File: src/rtl/pst_pkg.sv
package pst_pkg;
  typedef enum logic {
    TM_BOTH      = 1'b0,
    TM_HIGH_ONLY = 1'b1
  } time_mode_e;
endpackage

File: src/rtl/pst_src_select.sv
module pst_src_select #(
  parameter int NUM_PINS = 8,
  parameter int HOME_IDX = 3,
  parameter int OFS_W    = 3
) (
  input  logic [NUM_PINS-1:0] pins,
  input  logic [OFS_W-1:0]    src_ofs,
  input  logic                invert,
  output logic                sel_lvl
);
  localparam int NOFS = 1 << OFS_W;

  logic [NOFS-1:0] cand;

  // One candidate per offset code; codes that land outside the group,
  // the zero code and the most negative code fall back to the home pin.
  for (genvar g = 0; g < NOFS; g++) begin : g_cand
    localparam int OFFV = (g >= NOFS / 2) ? g - NOFS : g;
    localparam int TGT  = HOME_IDX + OFFV;
    if (g == NOFS / 2 || TGT < 0 || TGT >= NUM_PINS) begin : g_home
      assign cand[g] = pins[HOME_IDX];
    end else begin : g_nbr
      assign cand[g] = pins[TGT];
    end
  end

  assign sel_lvl = cand[src_ofs] ^ invert;
endmodule

File: src/rtl/pst_edge_sync.sv
module pst_edge_sync #(
  parameter int STAGES = 2
) (
  input  logic clk,
  input  logic rst_n,
  input  logic d,
  output logic lvl,
  output logic prev_lvl,
  output logic chg
);
  logic [STAGES-1:0] chain_q, chain_d;
  logic              prev_q, prev_d;

  always_comb begin
    chain_d = {chain_q[STAGES-2:0], d};
    prev_d  = chain_q[STAGES-1];
  end

  always_ff @(posedge clk or negedge rst_n) begin
    if (!rst_n) begin
      chain_q <= '0;
      prev_q  <= 1'b0;
    end else begin
      chain_q <= chain_d;
      prev_q  <= prev_d;
    end
  end

  assign lvl      = chain_q[STAGES-1];
  assign prev_lvl = prev_q;
  assign chg      = lvl ^ prev_q;
endmodule

File: src/rtl/pst_dur_counter.sv
module pst_dur_counter #(
  parameter int CNT_W = 32
) (
  input  logic             clk,
  input  logic             rst_n,
  input  logic             cnt_en,
  input  logic             restart,
  output logic [CNT_W-1:0] count
);
  localparam logic [CNT_W-1:0] CNT_MAX = {CNT_W{1'b1}};
  localparam logic [CNT_W-1:0] CNT_ONE = {{(CNT_W-1){1'b0}}, 1'b1};

  logic [CNT_W-1:0] cnt_q, cnt_d;

  always_comb begin
    cnt_d = cnt_q;
    if (cnt_en) begin
      if (restart)               cnt_d = CNT_ONE;
      else if (cnt_q != CNT_MAX) cnt_d = cnt_q + CNT_ONE;
    end
  end

  always_ff @(posedge clk or negedge rst_n) begin
    if (!rst_n) cnt_q <= '0;
    else        cnt_q <= cnt_d;
  end

  assign count = cnt_q;

  AST_CNT_SATURATES: assert property (@(posedge clk) disable iff (!rst_n)
    (cnt_q == CNT_MAX && !restart) |=> cnt_q == CNT_MAX);
  AST_CNT_RESTART: assert property (@(posedge clk) disable iff (!rst_n)
    (cnt_en && restart) |=> cnt_q == CNT_ONE);
endmodule

File: src/rtl/pst_capture_reg.sv
module pst_capture_reg #(
  parameter int CNT_W = 32
) (
  input  logic             clk,
  input  logic             rst_n,
  input  logic             cap_vld,
  input  logic [CNT_W-1:0] cap_dur,
  input  logic             cap_lvl,
  input  logic             rd_strobe,
  output logic             ready,
  output logic             overrun,
  output logic [CNT_W-1:0] dur,
  output logic             dur_level
);
  logic             rdy_q, rdy_d;
  logic             ovr_q, ovr_d;
  logic [CNT_W-1:0] dur_q, dur_d;
  logic             lvl_q, lvl_d;

  always_comb begin
    dur_d = dur_q;
    lvl_d = lvl_q;
    rdy_d = rdy_q;
    ovr_d = ovr_q;
    if (rd_strobe) begin
      rdy_d = 1'b0;
      ovr_d = 1'b0;
    end
    if (cap_vld) begin
      dur_d = cap_dur;
      lvl_d = cap_lvl;
      rdy_d = 1'b1;
      if (rdy_q && !rd_strobe) ovr_d = 1'b1;
    end
  end

  always_ff @(posedge clk or negedge rst_n) begin
    if (!rst_n) begin
      rdy_q <= 1'b0;
      ovr_q <= 1'b0;
      dur_q <= '0;
      lvl_q <= 1'b0;
    end else begin
      rdy_q <= rdy_d;
      ovr_q <= ovr_d;
      dur_q <= dur_d;
      lvl_q <= lvl_d;
    end
  end

  assign ready     = rdy_q;
  assign overrun   = ovr_q;
  assign dur       = dur_q;
  assign dur_level = lvl_q;

  AST_READY_ON_CAPTURE: assert property (@(posedge clk) disable iff (!rst_n)
    cap_vld |=> ready);
  AST_READ_CLEARS: assert property (@(posedge clk) disable iff (!rst_n)
    (rd_strobe && !cap_vld) |=> (!ready && !overrun));
  AST_OVERRUN_SET: assert property (@(posedge clk) disable iff (!rst_n)
    (cap_vld && ready && !rd_strobe) |=> overrun);
  AST_IDLE_HOLDS: assert property (@(posedge clk) disable iff (!rst_n)
    !cap_vld |=> ($stable(dur) && $stable(dur_level)));
endmodule

File: src/rtl/pin_state_timer.sv
module pin_state_timer #(
  parameter int NUM_PINS    = 8,
  parameter int HOME_IDX    = 3,
  parameter int OFS_W       = 3,
  parameter int CNT_W       = 32,
  parameter int SYNC_STAGES = 2
) (
  input  logic                clk,
  input  logic                rst_n,
  input  logic                en,
  input  logic                mode_hi_only,
  input  logic                invert,
  input  logic [OFS_W-1:0]    src_ofs,
  input  logic [NUM_PINS-1:0] pins,
  input  logic                rd_strobe,
  output logic                ready,
  output logic                overrun,
  output logic [CNT_W-1:0]    dur,
  output logic                dur_level
);
  import pst_pkg::*;

  // Reset: asserted asynchronously, released through two flops.
  logic [1:0] rst_sync_q;
  logic       rst_int_n;

  always_ff @(posedge clk or negedge rst_n) begin
    if (!rst_n) rst_sync_q <= 2'b00;
    else        rst_sync_q <= {rst_sync_q[0], 1'b1};
  end
  assign rst_int_n = rst_sync_q[1];

  time_mode_e mode;
  assign mode = time_mode_e'(mode_hi_only);

  logic sel_lvl, lvl, prev_lvl, chg;

  pst_src_select #(
    .NUM_PINS(NUM_PINS), .HOME_IDX(HOME_IDX), .OFS_W(OFS_W)
  ) u_src (
    .pins(pins), .src_ofs(src_ofs), .invert(invert), .sel_lvl(sel_lvl)
  );

  pst_edge_sync #(.STAGES(SYNC_STAGES)) u_sync (
    .clk(clk), .rst_n(rst_int_n), .d(sel_lvl),
    .lvl(lvl), .prev_lvl(prev_lvl), .chg(chg)
  );

  // Arming: the first change after enable starts the count only.
  logic armed_q, armed_d;
  logic cap_vld;
  logic [CNT_W-1:0] count;

  always_comb begin
    armed_d = en & (armed_q | chg);
    cap_vld = en & armed_q & chg & ((mode == TM_BOTH) | prev_lvl);
  end

  always_ff @(posedge clk or negedge rst_int_n) begin
    if (!rst_int_n) armed_q <= 1'b0;
    else            armed_q <= armed_d;
  end

  pst_dur_counter #(.CNT_W(CNT_W)) u_cnt (
    .clk(clk), .rst_n(rst_int_n), .cnt_en(en), .restart(chg), .count(count)
  );

  pst_capture_reg #(.CNT_W(CNT_W)) u_cap (
    .clk(clk), .rst_n(rst_int_n),
    .cap_vld(cap_vld), .cap_dur(count), .cap_lvl(prev_lvl),
    .rd_strobe(rd_strobe),
    .ready(ready), .overrun(overrun), .dur(dur), .dur_level(dur_level)
  );

  AST_DISARMED_HOLDS: assert property (@(posedge clk) disable iff (!rst_int_n)
    !armed_q |=> ($stable(dur) && $stable(dur_level)));
  AST_HIONLY_SKIPS_LOW: assert property (@(posedge clk) disable iff (!rst_int_n)
    (mode_hi_only && chg && !prev_lvl) |=> $stable(dur));
  AST_LEVEL_MATCHES: assert property (@(posedge clk) disable iff (!rst_int_n)
    (cap_vld && !$past(lvl)) |=> !dur_level);
endmodule

File: config.mk
export PLATFORM = sky130hd
export DESIGN_NAME = pin_state_timer
export DESIGN_NICKNAME = d
export VERILOG_FILES = /design/src/rtl/pst_pkg.sv /design/src/rtl/pst_src_select.sv /design/src/rtl/pst_edge_sync.sv /design/src/rtl/pst_dur_counter.sv /design/src/rtl/pst_capture_reg.sv /design/src/rtl/pin_state_timer.sv
export SDC_FILE = /design/constraint.sdc
export NUM_CORES = 1
export LEC_CHECK = 0
export BUFFER_PORTS_ARGS = -buffer_cell sky130_fd_sc_hd__clkbuf_2
export CAP_MARGIN = 20
export CORE_MARGIN = 4
export CORE_UTILIZATION = 57
export CTS_CLUSTER_DIAMETER = 40
export DETAILED_ROUTE_END_ITERATION = 16
export PLACE_DENSITY = 0.87
export SLEW_MARGIN = 20
export SYNTH_ARGS = -nofsm -noshare
export SYNTH_HDL_FRONTEND = slang
export SYNTH_SLANG_ARGS = --single-unit
export TNS_END_PERCENT = 100
File: constraint.sdc
create_clock -name clk -period 3.1 [get_ports clk]
set_input_delay 0 -clock clk [delete_from_list [all_inputs] [get_ports clk]]
set_output_delay 0 -clock clk [all_outputs]
set_load 0.01 [all_outputs]
[Word level (Yosys, flattened, before mapping)]
Cells that the tools add are included.
Operators by class
  equal/unequal tests: 1
  magnitude comparators: 1
  reduce and logical (&&, ||, !) cells: 5
  mux-type cells: 9
  add/sub/neg operators: 1
  bitwise operators: 9
Operators with widths (number)
  two-way mux 32 bit: 2
  adder 32 x 1 -> 32 bit (second input constant): 1
  != test 32 bit (second input constant): 1
  two-way mux 1 bit: 6
  AND 1 bit: 4
  < comparator 3 x 4 -> 1 bit (second input constant): 1
  nonzero test 2 bit: 2
  binary-select mux 1 bit (select 3 bit): 1
  bitwise OR 1 bit: 2
  AND reduction 2 bit: 1
  XOR 1 bit: 2
  logical AND 1 bit: 1
  zero test 1 bit: 1
  NOT 1 bit: 1
Word-level totals
  flip-flop bits (word level): 73
  logic and storage cells: 35
  output and inout bits: 35

[Logic depth before layout (Yosys ltp)]
Gate-level depths: netlist of run 1.
  word-level depth: 4
  gate-level depth with buffers: 8
  depth with buffers taken out: 6

[Hierarchy]
Synthesis of run 1 repeated with hierarchy kept, for this count alone.
Unflattened totals
  cells, all modules: 332
  area total of the unflattened synthesis: 3706.1 um^2
Modules (own cells, without submodules)
  pst_dur_counter: instances 1, cells an instance 238, area an instance 2009.4 um^2, seq. area each 800.8 um^2
  pst_capture_reg: instances 1, cells an instance 76, area an instance 1443.9 um^2, seq. area each 875.8 um^2
  pin_state_timer: instances 1, cells an instance 8, area an instance 103.8 um^2, seq. area each 75.1 um^2
  pst_edge_sync: instances 1, cells an instance 4, area an instance 83.8 um^2, seq. area each 75.1 um^2
  pst_src_select: instances 1, cells an instance 6, area an instance 65.1 um^2, seq. area each 0.0 um^2

[Worst setup path before layout of run 1]
No wires, ideal clock.
  path kind: register -> register
  start: reg u_cnt.cnt_q[0], in the netlist u_cnt.count[0]
  end: reg u_cnt.cnt_q[29], in the netlist u_cnt.count[29]
  setup time: 0.104 ns
  clock period less this slack: 2.201 ns
  cell stages (with the launch flop): 7
  path slack: 0.899 ns
  required time: 2.996 ns
  data arrival time: 2.098 ns
  cell sequence: dfrtp_1 -> ha_1 -> nand3_4 -> or2_1 -> or4_4 -> or4_4 -> o311ai_1
Between the ends
  word-level cells in the longest chain between the ends: 3
RTL lines
  start, declared: line pst_dur_counter.sv:13  | logic [CNT_W-1:0] cnt_q, cnt_d;
  start signal, assigned: line pst_dur_counter.sv:25  | else cnt_q <= cnt_d;
  adder 32 x 1 -> 32 bit or != test 32 bit (tied branches): line pst_dur_counter.sv:19  | else if (cnt_q != CNT_MAX) cnt_d = cnt_q + CNT_ONE;
  two-way mux 32 bit or nonzero test 2 bit (tied branches)
  two-way mux 32 bit or AND reduction 2 bit (tied branches)
Parallel ways exist; a longest one is shown, timed or not. The select of a mux whose other input is x is not followed.
A chain may end at the register's enable or synchronous reset.

[Worst setup path after layout of run 1]
  start: reg u_cnt.cnt_q[0], in the netlist u_cnt.count[0]
  end: reg u_cnt.cnt_q[2], in the netlist u_cnt.count[2]
The elaborated chain is that of the path after synthesis.

==> results of run 1 <==
==> tightest hold or removal path: cells and delay by family <==
kind | cells | cell delay [ns]
buf+inv | 1 | 0.09
compound gates | 2 | 0.22
==> power by group through the flow <==
stage / combinational, uW / clock (uW) / sequential, uW
floorplan: 244 / 0 / 1160
global placement: 394 / 0 / 1150
detailed placement: 412 / 0 / 1150
CTS: 423 / 636 / 1140
global route: 474 / 681 / 1150
finish: 428 / 628 / 1140
==> worst min-delay path by stage <==
stage	from	to	slack (ns)	cells past startpoint
floorplan	rst_n	rst_sync_q[0]$_DFF_PN0_	-0.30	0
global placement	rst_n	rst_sync_q[0]$_DFF_PN0_	-0.21	1
global route	mode_hi_only	u_cap.dur_level$_DFFE_PN0P_	0.04	3
detailed placement	rst_n	rst_sync_q[0]$_DFF_PN0_	-0.21	1
finish	mode_hi_only	u_cap.dur_level$_DFFE_PN0P_	0.02	3
CTS	mode_hi_only	u_cap.dur_level$_DFFE_PN0P_	0.01	3
==> stage by stage <==
stage	utilization [%]	std cells	setup slack (ns)	instance area, um^2	hold slack [ns]
2_1_floorplan	-	345	0.899	3590	-0.296
3_3_place_gp	65.4	461	0.698	3940	-0.215
3_5_place_dp	65.4	461	0.665	3940	-0.213
4_1_cts	68.8	480	0.628	4140	0.0130
5_1_grt	68.8	480	0.495	4140	0.0380
6_report	68.8	480	0.608	4140	0.0183
==> flip-flops by register name (all words and copies together), names as in the netlist <==
register	flops
armed_q	1
rst_sync_q	2
u_cap.dur	32
u_cap.dur_level	1
u_cap.overrun	1
u_cap.ready	1
u_cnt.count	32
u_sync.chain_q	2
u_sync.prev_lvl	1
==> cell families after synthesis <==
kind of cell | share of synthesized area, %
and+or+nand+nor | 18.4
AOI/OAI and AO/OA | 15.9
DFF | 50.9
muxes | 10.5
buffers and inverters | 3.14
xor gates and xnor gates | 0.732
adders and majority gates | 0.348
other | 0.104
==> cell usage after synthesis (2+ instances only) <==
master,instances
a211o_1,4
a21oi_1,12
a31oi_1,9
a41oi_1,2
and2_1,5
and3_1,6
and4_1,2
buf_1,2
buf_2,2
clkbuf_1,13
dfrtp_1,73
inv_1,8
mux2_2,27
mux2i_1,5
nand2_1,31
nand3_1,11
nand4_1,16
nor2_1,19
nor3_1,10
nor4_1,4
o21ai_0,21
o22a_1,2
o311ai_0,5
o311ai_1,3
o31ai_1,16
o41ai_1,2
or2_2,2
or3_1,4
or4_1,2
or4_4,2
xnor2_1,2
==> metal layers <==
layer / part of all wire, % / vias up / global-route usage [%]
li1: - / 1408 / -
met1: 43 / 1519 / 35.9
met2: 47 / 177 / 40.7
met3: 7.5 / 25 / 5.30
met4: 2.4 / 0 / 10.6
met5: 0 / - / 0
==> cell type report <==
class                           count  area (um^2)  share of cell area (%)
Clock buffer                       13          149                    3.59
Clock inverter                      1         5.00                   0.121
Inverter                            8         30.0                   0.725
Multi-Input combinational cell    245         1660                    40.1
Sequential cell                    73         1830                    44.1
Tap cell                           75         93.8                    2.26
Timing Repair Buffer               65          375                    9.06
==> timing repair <==
item	in CTS	in global routing
buffers inserted	0	0
endpoints found under the hold margin	5	0
resized for setup	0	0
hold buffers	5	0
==> out/metrics.cfg, run 1 <==
[status]
status = finished clean

[grt]
grt_pass1_wl_mm = 15.3
grt_pass1_vias = 3044
grt_overflow = 0
grt_antenna_before_repair = 0
grtUsageTotal_pct = 26.2
grt_max_degree = 72

[final_layout]
final_cell_mix = 72 x dfrtp_1, 50 x clkbuf_2, 31 x nand2_1
num_antenna_cells = 0
final_common_cell = dfrtp_1
area.growth.synth_to_final_pct = 15.4
drive_gt1_share_pct = 27.7
final_nets = 420
n_fill_cell = 485

[route]
detail-route-antenna-nets = 0
drt_iter0_markers = 293
drt_pass1_iterations = 5
vias_per_cell = 6.52
post_drt_wl_per_cell_um = 18.8
wl_mm = 9.05
drc = 0
vias = 3129

[sta]
maxSlewViolCount = 0
tns_ns = 0
setup_viol = 0
period_needed_ns = 2.49
max_slew.worst_pin.slew_ns = 0.937
fmax_ghz = 0.401
rsz0062_at_grt = no
slew_headroom_pct = 37.3
hold_violations = 0
clock_skew_ns = 0.00969
fin_crit_sh_pct = 80.4

[yosys]
synth_top_area_share_pct = 50.9
netlist_area_um2 = 3590
ys_types = 54
yosysTopAreaCell = dfrtp_1
synth-seq-cells = 73
synthTopCellsByArea = dfrtp_1 51%, mux2_2 8.5%, o31ai_1 3.3%
synth_edf_count = 0
ys_seq_area_share_pct = 50.9
async_flop_share_pct = 100
yosysWarningCount = 0
syn_inst = 345
syn_avg_cell_area_um2 = 10.4
synth_fp_nets = 363
yosys_most_used_dff = dfrtp_1

[worst_setup_path]
crit_cells = 6
crit_path_end_kind = register
worst_r2r_path_depth = 6
crit_path_start_kind = register
crit_path_max_incr_delay_ns = 0.53
critPathMaxFanout = 10
cp.required_ns = 3.30
slowest_stage = or3_1
cp.arrival_ns = 2.70
r2r_setup_slack_ns = 0.61
r2r_end = u_cnt.count[2]$_DFFE_PN0P_
worst-setup-path-type = register to register
crit_chain = ha_1 > nand3_4 > or3_1 > or2_2 > o21ai_2 > o21ai_0
crit_end = u_cnt.count[2]$_DFFE_PN0P_
startpoint = u_cnt.count[0]$_DFFE_PN0P_
critPathTopFamily = simple AND/OR/NAND/NOR gates
crit_buf_inv = 0
reg2reg_from = u_cnt.count[0]$_DFFE_PN0P_

[die]
core_um2 = 6030
start_util_pct = 59.6
die_h_um = 87.4
rows = 28
die-width_um = 87.4
dieArea_um2 = 7630
num_io_pins = 52

[pwr]
p_int_uw = 1520
swShare_pct = 30.5
power_density_nw_per_um2 = 529
p_seq_share_pct = 51.8
comb_power_share_pct = 19.5
clockPowerShare_pct = 28.6
p_switching_uw = 669
power.leakage_uw = 0.00196
power_uw = 2190
vdd_ir_drop_max_uv = 358

[clocking]
cts_sinks = 73
numCtsBuffers = 9
clock-root-buffer = clkbuf_8
ctsHtreeMaxLevel = 3
clockBufferDepth = 2
cts_tree = done
clk_pin_slew_ns = 0.07
insertion_delay_ns = 0.34

[placed_design]
port_buffers = 50
dpl.hpwl_mm = 6.10
gp_congestion = 0.902

[job]
cap_viol_max_count = 0

[worst_hold_path]
hold_class = primary input to register

Power figures use the tool's default switching activity.
==> run 2: changes to the inputs <==
Clock period 3.1 ns to 2.41 ns, I/O delays scaled along.
==> run 2 against run 1 <==
Critical path depth unchanged; first-iteration DRC count is 29% higher; routed wire length rose by 1.6%; register-to-register slack got worse by 0.47 ns; final cell count rose by 4.0%; clock power is 110% higher; critical path type unchanged.
==> out/metrics.cfg, run 2 (synthesis gave the netlist of run 1 again) <==
[clocking]
clock-root-buffer = clkbuf_8
cts_sinks = 73
post-cts-setup-buffers = 0
clockBufferDepth = 2
numCtsBuffers = 9
clk_pin_slew_ns = 0.08
insertion_delay_ns = 0.34
cts_tree = done
ctsHtreeMaxLevel = 3

[route]
drt_pass1_iterations = 5
vias = 3177
vias_per_cell = 6.37
drc = 0
detail-route-antenna-nets = 0
wl_mm = 9.19
post_drt_wl_per_cell_um = 18.4
drt_iter0_markers = 378

[sta]
rsz0062_at_grt = no
max_slew.worst_pin.slew_ns = 0.697
period_needed_ns = 2.27
fin_crit_sh_pct = 94.2
tns_ns = 0
hold_violations = 0
fmax_ghz = 0.440
maxSlewViolCount = 0
setup_viol = 0
slew_headroom_pct = 53.5
clock_skew_ns = 0.00973

[die]
rows = 28
num_io_pins = 52
core_um2 = 6030
dieArea_um2 = 7630
die-width_um = 87.4
die_h_um = 87.4
start_util_pct = 59.6

[grt]
grtUsageTotal_pct = 26.2
grt_max_degree = 41
grt_antenna_before_repair = 0
grt_pass1_wl_mm = 15.6
grt_overflow = 0
grt_pass1_vias = 3176

[final_layout]
final_nets = 437
final_common_cell = dfrtp_1
num_antenna_cells = 0
multiInputGateArea_um2 = 1680
drive_gt1_share_pct = 31.8
area.growth.synth_to_final_pct = 23.4
final_cell_mix = 72 x dfrtp_1, 50 x clkbuf_2, 31 x nand2_1
finalInstanceArea_um2 = 4430
seq_area_um2 = 1830
n_fill_cell = 430

[status]
status = finished clean

[worst_setup_path]
crit_path_start_kind = register
critPathMaxFanout = 8
crit_path_end_kind = register
cpMostUsedCell = or4_4
critPathTopFamily = simple AND/OR/NAND/NOR gates
crit_buf_inv = 0
slowest_stage = or4_4
worst-setup-path-type = register to register
cp.required_ns = 2.65
crit_path_max_incr_delay_ns = 0.54
cp.arrival_ns = 2.51
crit_chain = ha_4 > nand3_4 > or2_1 > or4_4 > or4_4 > o311ai_1

[placed_design]
dpl_cell_area_um2 = 4090
gp_congestion = 0.941
port_buffers = 50
dpl.hpwl_mm = 6.30

[worst_hold_path]
hold_class = primary input to register

[pwr]
power.leakage_uw = 0.00211
vdd_ir_drop_max_uv = 541
power_density_nw_per_um2 = 760

[job]
cap_viol_max_count = 0

[run 2: cell types whose count changed in the layout (fill, tap and decap cells not counted)]
cell       previous run  this run
buf_12                0         2
clkbuf_1              3         0
clkbuf_8             10        11
ha_4                  0         1
ha_1                  1         0
buf_4                10        25
bufinv_16             0         4
[run 2: metrics by stage]
| step | cells | power [uW] | hold slack, ns | setup WS (ns) | util, % |
|---|---|---|---|---|---|
| after floorplan | 345 | 1810 | -0.296 | 0.209 | - |
| after global placement | 478 | 2030 | -0.214 | 0.152 | 67.9 |
| after detailed placement | 478 | 2050 | -0.206 | 0.131 | 67.9 |
| after CTS | 499 | 3360 | 0.00594 | 0.0763 | 73.3 |
| after global routing | 499 | 3510 | 0.0505 | 0.00933 | 73.5 |
| final | 499 | 3370 | 0.00322 | 0.139 | 73.5 |
[run 2: final timing paths]
path                                            start                     endpoint  slack [ns]  cells past startpoint
max                        u_cnt.count[1]$_DFFE_PN0P_  u_cnt.count[27]$_DFFE_PN0P_        0.14                      6
min                                      mode_hi_only  u_cap.dur_level$_DFFE_PN0P_       0.003                      3
max reg2reg                u_cnt.count[1]$_DFFE_PN0P_  u_cnt.count[27]$_DFFE_PN0P_        0.14                      6
min reg2reg                   rst_sync_q[1]$_DFF_PN0_     u_cap.dur[9]$_DFFE_PN0P_        0.32                      0
max in group asynchronous     rst_sync_q[1]$_DFF_PN0_  u_cnt.count[28]$_DFFE_PN0P_        1.43                      1
min in group asynchronous     rst_sync_q[1]$_DFF_PN0_     u_cap.dur[9]$_DFFE_PN0P_        0.32                      0
[run 2: final cells by class]
type,instances,share of cell area (%)
Inverter,8,0.678
Tap cell,75,2.12
Multi-Input combinational cell,245,37.8
Timing Repair Buffer,82,11.9
Clock buffer,11,3.42
Clock inverter,5,2.82
Sequential cell,73,41.2
[run 2: power by group]
group          switching, uW  total [uW]  internal [uW]  leakage (uW)
clock                    457        1310            848      0.000140
combinational            318         593            275      0.000980
sequential               133        1470           1340      0.000993
[run 2: per-layer routing]
metal	share of wire [%]	up-vias	track usage, %
met3	7.5	21	5.20
met5	0	-	0
li1	-	1442	-
met4	1.5	0	10.0
met2	48	165	41.6
met1	43	1549	35.5
[run 2: timing repair]
item	4_1_cts	5_1_grt
gates resized for setup	0	2
endpoints found under the setup margin	0	7
endpoints found under the hold margin	5	0
hold buffers	5	0
[run 2: worst min-delay path, stage by stage]
cell and delay [ns]:
clkbuf_2 0.10, o31ai_1 0.07, a21oi_1 0.14
==> run 3: changes to the inputs <==
Settings changed: ABC_AREA set to 1, ABC_CLOCK_PERIOD_IN_PS set to 2410, PLACE_DENSITY 0.87 to 0.86.
==> run 3 against run 2 <==
Clock power hardly changed; worst setup slack better by 0.39 ns; area after synthesis is 4.8% higher; largest cell class unchanged; global-route usage is 3.2 points lower; routed wire length down 9.5%; combinational power decreased by 46%; sequential cell count unchanged; non-clock buffer count down 22; fmax is 21% higher; sequential share of layout area is 0.44 points higher; worst hold slack better by 0.12 ns.
==> out/metrics.cfg, run 3 <==
[status]
status = finished clean

[grt]
grt_antenna_before_repair = 0
grtUsageTotal_pct = 23.0
grt_pass1_vias = 3198
grt_overflow = 0
grt_max_degree = 33
grt_pass1_wl_mm = 14.0

[sta]
setup_viol = 0
hold_violations = 0
maxSlewViolCount = 0
period_needed_ns = 1.88
clock_skew_ns = 0.00730
rsz0062_at_grt = no
tns_ns = 0
slew_headroom_pct = 63.1
max_slew.worst_pin.slew_ns = 0.553
fin_crit_sh_pct = 77.8
fmax_ghz = 0.533
worst_slack_ns = 0.534

[final_layout]
num_antenna_cells = 0
drive_gt1_share_pct = 16.0
final_cell_mix = 239 x nand2_1, 72 x dfrtp_1, 50 x clkbuf_2
final_common_cell = nand2_1
n_fill_cell = 541
final_nets = 581
area.growth.synth_to_final_pct = 16.6

[die]
die-width_um = 89.2
die_h_um = 89.2
num_io_pins = 52
core_um2 = 6390
dieArea_um2 = 7960
start_util_pct = 58.9
rows = 29

[clocking]
cts_tree = done
numCtsBuffers = 9
clk_pin_slew_ns = 0.07
clockBufferDepth = 2
insertion_delay_ns = 0.36
cts_sinks = 73
clock-root-buffer = clkbuf_8
ctsHtreeMaxLevel = 3

[worst_setup_path]
critPathMaxFanout = 32
crit_path_start_kind = register
worst_r2r_path_depth = 9
cp.arrival_ns = 2.17
worst-setup-path-type = register to register
r2r_setup_slack_ns = 0.53
cp.required_ns = 2.70
reg2reg_from = u_cnt.count[0]$_DFFE_PN0P_
crit_path_end_kind = register
r2r_end = u_cnt.count[19]$_DFFE_PN0P_

[pwr]
power_density_nw_per_um2 = 684
power.leakage_uw = 0.00230
vdd_ir_drop_max_uv = 444

[yosys]
synth.mux.area_fraction_pct = 0
synth-simple-area-share_pct = 36.7
synth.most_common_cell = nand2_1
synth-seq-cells = 73
synth_top_area_share_pct = 48.6
synth_edf_count = 0
ys_seq_area_share_pct = 48.6
synthTopCellsByArea = dfrtp_1 49%, nand2_1 24%, inv_1 4.0%
syn_inst = 503
syn_avg_cell_area_um2 = 7.48
synth_fp_nets = 521
ys_types = 29
yosys_most_used_dff = dfrtp_1
async_flop_share_pct = 100
synth_compound_area_share_pct = 4.22
synthXorXnorAreaFrac_pct = 3.26
netlist_area_um2 = 3760
synth_top_family_by_area = simple AND/OR/NAND/NOR gates
yosysTopAreaCell = dfrtp_1
synth_fa_ha_area_share_pct = 0.333
yosysWarningCount = 0
synth_top_cells_by_count = 239 x nand2_1, 73 x dfrtp_1, 40 x inv_1, 40 x nor2_1, 28 x nand3_1

[route]
post_drt_wl_per_cell_um = 12.9
detail-route-antenna-nets = 0
drt_pass1_iterations = 5
vias = 3361
drc = 0
vias_per_cell = 5.21
wl_mm = 8.32
drt_iter0_markers = 218

[placed_design]
gp_congestion = 0.919
dpl.hpwl_mm = 5.94
post-place-ws_ns = 0.553
port_buffers = 50

[worst_hold_path]
hold_class = primary input to register
whs_path_depth = 4
min_to = u_cap.dur[15]$_DFFE_PN0P_
min_from = mode_hi_only

[job]
cap_viol_max_count = 0

run 3: cell types whose count changed after synthesis, sizes merged, moves of 12 or more:
| cell | before | now |
|---|---|---|
| xor2 | 1 | 13 |
| mux2 | 27 | 0 |
| clkbuf | 14 | 0 |
| nand3 | 12 | 30 |
| nand2 | 31 | 245 |
| nand4 | 16 | 3 |
| inv | 8 | 43 |
| nor2 | 19 | 46 |
| o31ai | 16 | 0 |
run 3: report_power, final:
group / total [uW] / internal (uW) / switching, uW
clock: 1300 / 847 / 457
combinational: 323 / 120 / 203
sequential: 1370 / 1310 / 66.0
run 3: area by class of cell:
| type | instances | area (um^2) | share of cell area [%] |
|---|---|---|---|
| multi-input cells | 376 | 1680 | 38.3 |
| flip-flops and latches | 73 | 1830 | 41.7 |
| repair buffers | 60 | 340 | 7.76 |
| inverters | 43 | 164 | 3.74 |
| clock inverters | 5 | 125 | 2.85 |
| clock buffers | 11 | 151 | 3.45 |
| well taps | 77 | 96.3 | 2.20 |
run 3: kinds of logic (layout without fill, tap and decap cells):
| group | after synthesis | count (layout) |
|---|---|---|
| flops | 73 | 73 |
| fa+ha+maj | 1 | 1 |
| simple gates | 329 | 329 |
| buf+inv | 54 | 119 |
| compound gates | 31 | 31 |
| xor+xnor | 14 | 14 |
| other cells | 1 | 1 |
run 3: through the flow:
stage | cells | power, uW | util (%) | area [um^2] | hold slack, ns
after floorplan | 503 | 1600 | - | 3760 | -0.296
after global placement | 623 | 1690 | 63.4 | 4050 | -0.214
after detailed placement | 623 | 1710 | 63.4 | 4050 | -0.212
after CTS | 645 | 3030 | 68.7 | 4390 | 0.112
after global routing | 645 | 3130 | 68.7 | 4390 | 0.155
final | 645 | 3000 | 68.7 | 4390 | 0.124
run 3: worst max-delay path, cell delays in order, from the launching register on:
cell	delay [ns]
dfrtp_1	0.42
ha_1	0.19
nand2_1	0.08
nor2_2	0.17
nand2_4	0.11
nor2_8	0.21
nand3_2	0.13
nand2_4	0.30
nand2_1	0.11
nand2_1	0.09
run 3: what timing repair did:
action | 4_1_cts | 5_1_grt
gates resized for setup | 0 | 0
buffers inserted | 0 | 0
hold endpoints to repair | 9 | 0
hold buffers | 6 | 0
run 3: how the worst max path moves through the flow:
stage	from	to	slack (ns)	depth (start not counted)
after global placement	u_cnt.count[0]$_DFFE_PN0P_	u_cnt.count[0]$_DFFE_PN0P_	0.61	8
after floorplan	rst_sync_q[1]$_DFF_PN0_	armed_q$_DFF_PN0_	0.23	0
after global routing	u_cnt.count[0]$_DFFE_PN0P_	u_cnt.count[29]$_DFFE_PN0P_	0.38	9
after CTS	u_cnt.count[0]$_DFFE_PN0P_	u_cnt.count[18]$_DFFE_PN0P_	0.53	9
after detailed placement	u_cnt.count[0]$_DFFE_PN0P_	u_cnt.count[19]$_DFFE_PN0P_	0.55	9
final	u_cnt.count[0]$_DFFE_PN0P_	u_cnt.count[19]$_DFFE_PN0P_	0.53	9
run 3: routing by layer:
metal / track usage [%] / share of wire [%] / vias up
li1: - / - / 1664
met3: 4.98 / 6.2 / 19
met4: 11.1 / 2.3 / 0
met5: 0 / 0 / -
met2: 37.6 / 48 / 126
met1: 29.1 / 44 / 1552
